File: src/rtl/uart_resync_pkg.sv
package uart_resync_pkg;

   typedef enum logic [2:0] {
      RX_IDLE,
      RX_START,
      RX_DATA,
      RX_STOP,
      RX_HUNT
   } rx_state_t;

   localparam int TAIL_LEN = 4;

   function automatic logic [7:0] tail_byte(input int idx);
      case (idx)
         0:       return 8'h44;
         1:       return 8'h11;
         2:       return 8'h45;
         default: return 8'h15;
      endcase
   endfunction

endpackage

File: src/rtl/rx_line_sync.sv
module rx_line_sync #(
   parameter int STAGES = 2
) (
   input  logic clk,
   input  logic rst,
   input  logic line_i,
   output logic line_o
);

   if (STAGES < 0) begin : g_bad_stages
      $error("rx_line_sync: STAGES must not be negative");
   end

   if (STAGES == 0) begin : g_pass
      assign line_o = line_i;
   end else if (STAGES == 1) begin : g_one
      logic q;
      always_ff @(posedge clk) begin
         if (rst) q <= 1'b1;
         else     q <= line_i;
      end
      assign line_o = q;
   end else begin : g_chain
      logic [STAGES-1:0] q;
      always_ff @(posedge clk) begin
         if (rst) q <= '1;
         else     q <= {q[STAGES-2:0], line_i};
      end
      assign line_o = q[STAGES-1];
   end

endmodule

File: src/rtl/rx_frame_core.sv
module rx_frame_core
   import uart_resync_pkg::*;
#(
   parameter int OVS    = 16,
   parameter int DATA_W = 8
) (
   input  logic              clk,
   input  logic              rst,
   input  logic              tick,
   input  logic              rx,
   output logic [DATA_W-1:0] data_o,
   output logic              valid_o,
   output logic              ferr_o
);

   localparam int CNT_W = $clog2(OVS);
   localparam int BIT_W = $clog2(DATA_W);
   localparam logic [CNT_W-1:0] CNT_HALF = CNT_W'(OVS / 2 - 1);
   localparam logic [CNT_W-1:0] CNT_LAST = CNT_W'(OVS - 1);
   localparam logic [BIT_W-1:0] BIT_LAST = BIT_W'(DATA_W - 1);

   if (OVS < 4 || (OVS % 2) != 0) begin : g_bad_ovs
      $error("rx_frame_core: OVS must be even and at least 4");
   end
   if (DATA_W < 2) begin : g_bad_width
      $error("rx_frame_core: DATA_W must be at least 2");
   end

   rx_state_t          state_q;
   logic [CNT_W-1:0]   cnt_q;
   logic [BIT_W-1:0]   bit_q;
   logic [DATA_W-1:0]  shift_q;
   logic [DATA_W-1:0]  data_q;
   logic               valid_q;
   logic               ferr_q;

   always_ff @(posedge clk) begin
      if (rst) begin
         state_q <= RX_IDLE;
         cnt_q   <= '0;
         bit_q   <= '0;
         shift_q <= '0;
         data_q  <= '0;
         valid_q <= 1'b0;
         ferr_q  <= 1'b0;
      end else begin
         valid_q <= 1'b0;
         ferr_q  <= 1'b0;
         if (tick) begin
            case (state_q)
               RX_IDLE: begin
                  if (!rx) begin
                     state_q <= RX_START;
                     cnt_q   <= '0;
                  end
               end
               RX_START: begin
                  if (cnt_q == CNT_HALF) begin
                     cnt_q   <= '0;
                     bit_q   <= '0;
                     state_q <= rx ? RX_IDLE : RX_DATA;
                  end else begin
                     cnt_q <= cnt_q + 1'b1;
                  end
               end
               RX_DATA: begin
                  if (cnt_q == CNT_LAST) begin
                     cnt_q   <= '0;
                     shift_q <= {rx, shift_q[DATA_W-1:1]};
                     if (bit_q == BIT_LAST) state_q <= RX_STOP;
                     else                   bit_q   <= bit_q + 1'b1;
                  end else begin
                     cnt_q <= cnt_q + 1'b1;
                  end
               end
               RX_STOP: begin
                  if (cnt_q == CNT_LAST) begin
                     cnt_q <= '0;
                     if (rx) begin
                        valid_q <= 1'b1;
                        data_q  <= shift_q;
                        state_q <= RX_IDLE;
                     end else begin
                        ferr_q  <= 1'b1;
                        state_q <= RX_HUNT;
                     end
                  end else begin
                     cnt_q <= cnt_q + 1'b1;
                  end
               end
               RX_HUNT: begin
                  if (rx) state_q <= RX_IDLE;
               end
               default: state_q <= RX_IDLE;
            endcase
         end
      end
   end

   assign data_o  = data_q;
   assign valid_o = valid_q;
   assign ferr_o  = ferr_q;

   AST_STROBE_EXCL: assert property (@(posedge clk) disable iff (rst)
      !(valid_q && ferr_q));
   AST_VALID_PULSE: assert property (@(posedge clk) disable iff (rst)
      valid_q |=> !valid_q);
   AST_FERR_PULSE: assert property (@(posedge clk) disable iff (rst)
      ferr_q |=> !ferr_q);
   AST_FERR_KEEPS_DATA: assert property (@(posedge clk) disable iff (rst)
      ferr_q |-> $stable(data_q));
   AST_HUNT_HOLDS_LOW: assert property (@(posedge clk) disable iff (rst)
      (state_q == RX_HUNT && tick && !rx) |=> state_q == RX_HUNT);
   AST_FALSE_START_IDLE: assert property (@(posedge clk) disable iff (rst)
      (state_q == RX_START && tick && cnt_q == CNT_HALF && rx) |=> state_q == RX_IDLE);

endmodule

File: src/rtl/rx_tail_match.sv
module rx_tail_match
   import uart_resync_pkg::*;
#(
   parameter int DATA_W = 8
) (
   input  logic              clk,
   input  logic              rst,
   input  logic              valid_i,
   input  logic              ferr_i,
   input  logic [DATA_W-1:0] byte_i,
   output logic              aligned_o
);

   localparam int IDX_W = $clog2(TAIL_LEN);
   localparam logic [IDX_W-1:0] IDX_LAST = IDX_W'(TAIL_LEN - 1);

   if (DATA_W != 8) begin : g_bad_width
      $error("rx_tail_match: tail sequence is defined for 8-bit bytes");
   end

   logic [IDX_W-1:0]  idx_q;
   logic              aligned_q;
   logic [DATA_W-1:0] want;

   always_comb want = tail_byte(int'(idx_q));

   always_ff @(posedge clk) begin
      if (rst) begin
         idx_q     <= '0;
         aligned_q <= 1'b0;
      end else if (ferr_i) begin
         idx_q     <= '0;
         aligned_q <= 1'b0;
      end else if (valid_i) begin
         if (byte_i == want) begin
            if (idx_q == IDX_LAST) begin
               idx_q     <= '0;
               aligned_q <= 1'b1;
            end else begin
               idx_q <= idx_q + 1'b1;
            end
         end else if (byte_i == tail_byte(0)) begin
            idx_q <= IDX_W'(1);
         end else begin
            idx_q <= '0;
         end
      end
   end

   assign aligned_o = aligned_q;

   AST_ALIGN_DROPS: assert property (@(posedge clk) disable iff (rst)
      ferr_i |=> !aligned_q);
   AST_ALIGN_RISE_ON_BYTE: assert property (@(posedge clk) disable iff (rst)
      $rose(aligned_q) |-> $past(valid_i));
   AST_ALIGN_FALL_ON_ERR: assert property (@(posedge clk) disable iff (rst)
      $fell(aligned_q) |-> $past(ferr_i));

endmodule

File: src/rtl/uart_resync_rx.sv
module uart_resync_rx
   import uart_resync_pkg::*;
#(
   parameter int OVS         = 16,
   parameter int DATA_W      = 8,
   parameter int SYNC_STAGES = 2
) (
   input  logic              clk,
   input  logic              rst,
   input  logic              os_tick,
   input  logic              rxd_in,
   output logic [DATA_W-1:0] rx_byte,
   output logic              rx_valid,
   output logic              rx_ferr,
   output logic              rx_aligned
);

   logic rx_line;

   rx_line_sync #(.STAGES(SYNC_STAGES)) u_sync (
      .clk    (clk),
      .rst    (rst),
      .line_i (rxd_in),
      .line_o (rx_line)
   );

   rx_frame_core #(.OVS(OVS), .DATA_W(DATA_W)) u_core (
      .clk     (clk),
      .rst     (rst),
      .tick    (os_tick),
      .rx      (rx_line),
      .data_o  (rx_byte),
      .valid_o (rx_valid),
      .ferr_o  (rx_ferr)
   );

   rx_tail_match #(.DATA_W(DATA_W)) u_tail (
      .clk       (clk),
      .rst       (rst),
      .valid_i   (rx_valid),
      .ferr_i    (rx_ferr),
      .byte_i    (rx_byte),
      .aligned_o (rx_aligned)
   );

   AST_RESET_QUIET: assert property (@(posedge clk)
      $past(rst) |-> (!rx_valid && !rx_ferr && !rx_aligned));

endmodule

File: config.mk
export PLATFORM = sky130hd
export DESIGN_NAME = uart_resync_rx
export DESIGN_NICKNAME = d
export VERILOG_FILES = /design/src/rtl/uart_resync_pkg.sv /design/src/rtl/rx_line_sync.sv /design/src/rtl/rx_frame_core.sv /design/src/rtl/rx_tail_match.sv /design/src/rtl/uart_resync_rx.sv
export SDC_FILE = /design/constraint.sdc
export NUM_CORES = 1
export LEC_CHECK = 0
export ABC_AREA = 1
export ABC_CLOCK_PERIOD_IN_PS = 2400
export BUFFER_PORTS_ARGS = -buffer_cell sky130_fd_sc_hd__buf_2
export CAP_MARGIN = 20
export CELL_PAD_IN_SITES_DETAIL_PLACEMENT = 0
export CELL_PAD_IN_SITES_GLOBAL_PLACEMENT = 1
export CORE_ASPECT_RATIO = 2
export CORE_UTILIZATION = 47
export CTS_BUF_LIST = sky130_fd_sc_hd__clkbuf_4 sky130_fd_sc_hd__clkbuf_8
export DETAILED_ROUTE_END_ITERATION = 12
export HOLD_SLACK_MARGIN = 0.06
export PLACE_DENSITY = 0.95
export SLEW_MARGIN = 20
export SYNTH_ARGS = -nofsm -noshare
export SYNTH_HDL_FRONTEND = slang
export SYNTH_HIERARCHICAL = 1
export SYNTH_SLANG_ARGS = --single-unit
File: constraint.sdc
create_clock -name clk -period 2.4 [get_ports clk]
set_input_delay 0.36 -clock clk [delete_from_list [all_inputs] [get_ports clk]]
set_output_delay 0.36 -clock clk [all_outputs]
set_load 0.05 [all_outputs]
==> impl_results.md <==
- Outcome: finished, final reports clean
- Area share of xor/xnor cells in the synthesized design: less than 1%
- Element type at the critical path end: flop
- Sequential-to-total area share from yosys stat: 39.0%
- Category of cells accounting for the largest share of critical-path delay: simple AND/OR/NAND/NOR gates
- Main flop type after synthesis: dfxtp_1
- Arithmetic-cell share of the synthesized area counting full adders, half adders and majority gates: 5.91%
- DIE AREA: 3860 um2
- Max-slew violation count: 0
- Per-cell via count in the routed design: 4.77
- Count of max-cap constraint violations: 0
- Sequential power share: 43.3%
- Horizontal die dimension: ~44 um
- Net count, final: approximately 280
- Die boundary height: 86.9 um
- Cell count of the worst hold path: 3
- Initial antenna violation count: 0
- Largest incremental delay on the critical path: roughly 0.38 ns
- Maximum frequency from static timing analysis: between 0.6 and 0.7 GHz
- CP max-delay cell: dfxtp_1
- Area of the core: 3420 um2
- Worst hold path type: input port to flop
- Total via count in the routed design: approximately 1500
- P_leak: approximately 0.9 nW
- Clock power frac: a little over a third
- Number of hold buffers added after CTS: 0
- GRT Util Overall: 20.8%
- Number of buffers inserted by post-CTS setup repair: 0
- Antenna cells: 0
- Number of ports placed on the die boundary: 15
- Internal power: 989 uW
- Pwr dens: roughly 750 nW/um2
- Remaining antenna violation count after routing: 0
- Number of flip-flops and latches in the synthesized netlist: 33
- Initial detailed-routing violation count: 27
- IO Port Bufs: 14
- Distinct cell type count after synthesis: 23
- Detailed-route wire length: about 3500 um
- Top cell type's share of synthesized area: between 30% and 40%
- Gpl congestion: 0.875
- Pin count of the biggest net entering global routing: 25
- Row count: 30
- Half-perimeter wire length after placement: ~2700 um
- Setup total negative slack: 0 ns
- Number of filler instances in the final layout: around 340
- Post-synthesis share of cell area spent on and, or, nand and nor gates: 37.2%
- Number of remaining DRC errors: 0
- Most area-hungry cell type in the Yosys netlist: dfxtp_1
- Cell depth of the worst flop-to-flop path: 10
- Synthesized area: 1690 um2
- Cell with the most instances after synthesis: nor2_1
- Tightest slew margin relative to the limit: about three fifths
- Startpoint of the worst-slack reg-to-reg timing path: u_tail/idx_q[1]
- Clk_skew: 0.00634 ns
- Comb power frac: around a fifth
- Compound-gate portion of the synthesized area: under 10%
- Warnings from Yosys: 6
- Share of total power consumed by net switching: about 31%
- Num Clock Sinks: 33
- Hold Startpoint: rxd_in
- Total chip power: around 1.4 mW
- Area of combinational cells with multiple inputs: approximately 900 um2
- Net Count, Synth: approximately 260
- Post-route worst hold slack: 0.249 ns
- H-Tree Depth: 2
- CTS resizes: 0
- Fraction of synthesis flops using an asynchronous set or reset pin: 0%
- Synthesized instance count: ~250
- Setup slack on the worst flop-to-flop path: 0.87 ns
- Top cells by area in the synthesized netlist: dfxtp_1 39%, nor2_1 14%, nand2_1 10%, inv_1 6.9%, ha_1 5.9%
- Post-synth top cells: 62 x nor2_1, 47 x nand2_1, 33 x dfxtp_1
- Effective utilization at floorplan: between 40% and 50%
- WP data arrival: roughly 1.7 ns
- Required time of the critical path: between 2 and 3 ns
- Area used by sequential logic in the layout: between 600 and 700 um2
- Switching power: 450 uW
- Clock edge transition at the registers on the reported setup and hold paths: approximately 0.070 ns
- Peak supply drop: 0.535 mV
- Highest fanout seen on the critical path: 4
- Mux cell area share after synthesis: 0%
- Main combinational cell family by area after synthesis: simple AND/OR/NAND/NOR gates
- Final Hold Vio Count: 0
- Area grow syn2layout: 13.4%
- Drt wl/cell: 10.9 um
- Aggregate global routing overflow: 0
- Startpoint Class: flop
- Clock tree root buffer cell: clkbuf_8
- Most frequent CP cell: nand2_1
- Layout cell share with drive strength beyond 1: 14.8%
- Number of enable flip-flop cells after synthesis: 0
- Syn avg cell area: 6.74 um2
- Hold endpoint: u_sync/g_chain.q[0]
- Worst Max-Slew Pin Slew: 0.608 ns
- Category of the most critical setup path: flop to flop
- Ratio of final minimum period to clock period: between 60% and 70%
- Number of detailed-routing iterations run before antenna repair: 4
- TritonCTS clock tree: yes
- Capturing point of the worst reg2reg path: u_tail/idx_q[0]
- Clock latency on the worst-skew pair: ~0.28 ns
- First-pass GRT wire length: roughly 5800 um
- Unrepaired setup endpoints after global routing: false
- Crit-path cells: inv_1 > ha_1 > o21ai_0 > nand3_1 > nor2_2 > nand2_1 > nand2_1 > nand3_1 > nand2_1 > inv_1
- Critical path buffers and inverters: 2
- Vias in the first global route: roughly 1300
- Maximum buffer depth of the clock tree: 2
- Time the final worst path needs with I/O delays and setup: ~1.5 ns
- Inserted Clock Buffers: 5
- Number of setup violations in the final report: 0
==> how the worst max path moves through the flow <==
stage / from / depth (start not counted) / slack [ns] / to
floorplan: u_core/data_o[4] / 9 / 0.97 / u_tail/idx_q[0]
global placement: u_tail/idx_q[0] / 12 / 0.90 / u_tail/idx_q[0]
detailed placement: u_tail/idx_q[0] / 12 / 0.89 / u_tail/idx_q[0]
CTS: u_tail/idx_q[0] / 12 / 0.87 / u_tail/idx_q[0]
global route: u_tail/idx_q[1] / 10 / 0.64 / u_tail/idx_q[0]
finish: u_tail/idx_q[1] / 10 / 0.87 / u_tail/idx_q[0]
==> kinds of logic (layout without fill, tap and decap cells) <==
| group | after synthesis | count (layout) |
|---|---|---|
| and+or+nand+nor | 143 | 143 |
| buffers and inverters | 38 | 57 |
| DFF | 33 | 33 |
| AOI/OAI and AO/OA | 28 | 28 |
| adders and majority gates | 8 | 8 |
| xor gates and xnor gates | 1 | 1 |
==> power groups by stage <==
stage / registers (mW) / clock network [mW] / logic [mW]
after floorplan: 0.617 / 0 / 0.258
after global placement: 0.633 / 0 / 0.290
after detailed placement: 0.634 / 0 / 0.292
after CTS: 0.622 / 0.544 / 0.293
after global routing: 0.628 / 0.561 / 0.332
final: 0.624 / 0.525 / 0.291
==> stage by stage <==
| stage | setup slack (ns) | instance area, um2 | util (%) | instances |
|---|---|---|---|---|
| after floorplan | 0.967 | 1690 | - | 251 |
| after global placement | 0.896 | 1800 | 52.8 | 310 |
| after detailed placement | 0.887 | 1800 | 52.8 | 310 |
| after CTS | 0.874 | 1920 | 56.2 | 318 |
| after global routing | 0.643 | 1920 | 56.2 | 318 |
| final | 0.875 | 1920 | 56.2 | 318 |
==> worst reg2reg max path: cells and delay by family (launching register included) <==
kind | cells | cell delay [ns]
and+or+nand+nor | 6 | 0.51
AOI/OAI and AO/OA | 1 | 0.17
adders and majority gates | 1 | 0.23
DFF | 1 | 0.38
buffers and inverters | 2 | 0.13
==> flip-flops by register name (all words and copies together) (netlist names) <==
| register | cells |
|---|---|
| u_core/data_o | 8 |
| u_core/shift_q | 8 |
| u_core/cnt_q | 4 |
| u_core/bit_q | 3 |
| u_core/state_q | 3 |
| u_sync/g_chain.q | 2 |
| u_tail/idx_q | 2 |
| u_core/ferr_o | 1 |
| u_core/valid_o | 1 |
| u_tail/aligned_o | 1 |
==> cells in the final DEF (no fill, tap or decap), drive strengths merged <==
cell,instances
clkinvlp,1
nand4,4
a21oi,8
xor2,1
nand3,16
nor3b,1
nor2,70
o21ai,20
clkinv,1
buf,14
nor3,3
nand2,48
clkbuf,5
inv,35
ha,8
bufinv,1
or2,1
dfxtp,33
==> layer usage <==
| layer | vias up | routed length (um) | GRT usage (%) |
|---|---|---|---|
| li1 | 818 | - | - |
| met1 | 666 | 1250 | 19.4 |
| met2 | 26 | 2030 | 39.3 |
| met3 | 7 | 77 | 3.73 |
| met4 | 0 | 95 | 11.8 |
| met5 | - | 0 | 0 |
==> layout make-up <==
cell class	instances	area share, %
Clock buffer	5	3.59
Clock inverter	3	2.41
Inverter	35	6.84
Multi-Input combinational cell	180	46.0
Sequential cell	33	34.4
Tap cell	48	3.13
Timing Repair Buffer	14	3.65
(Power assumes the default switching activity.)
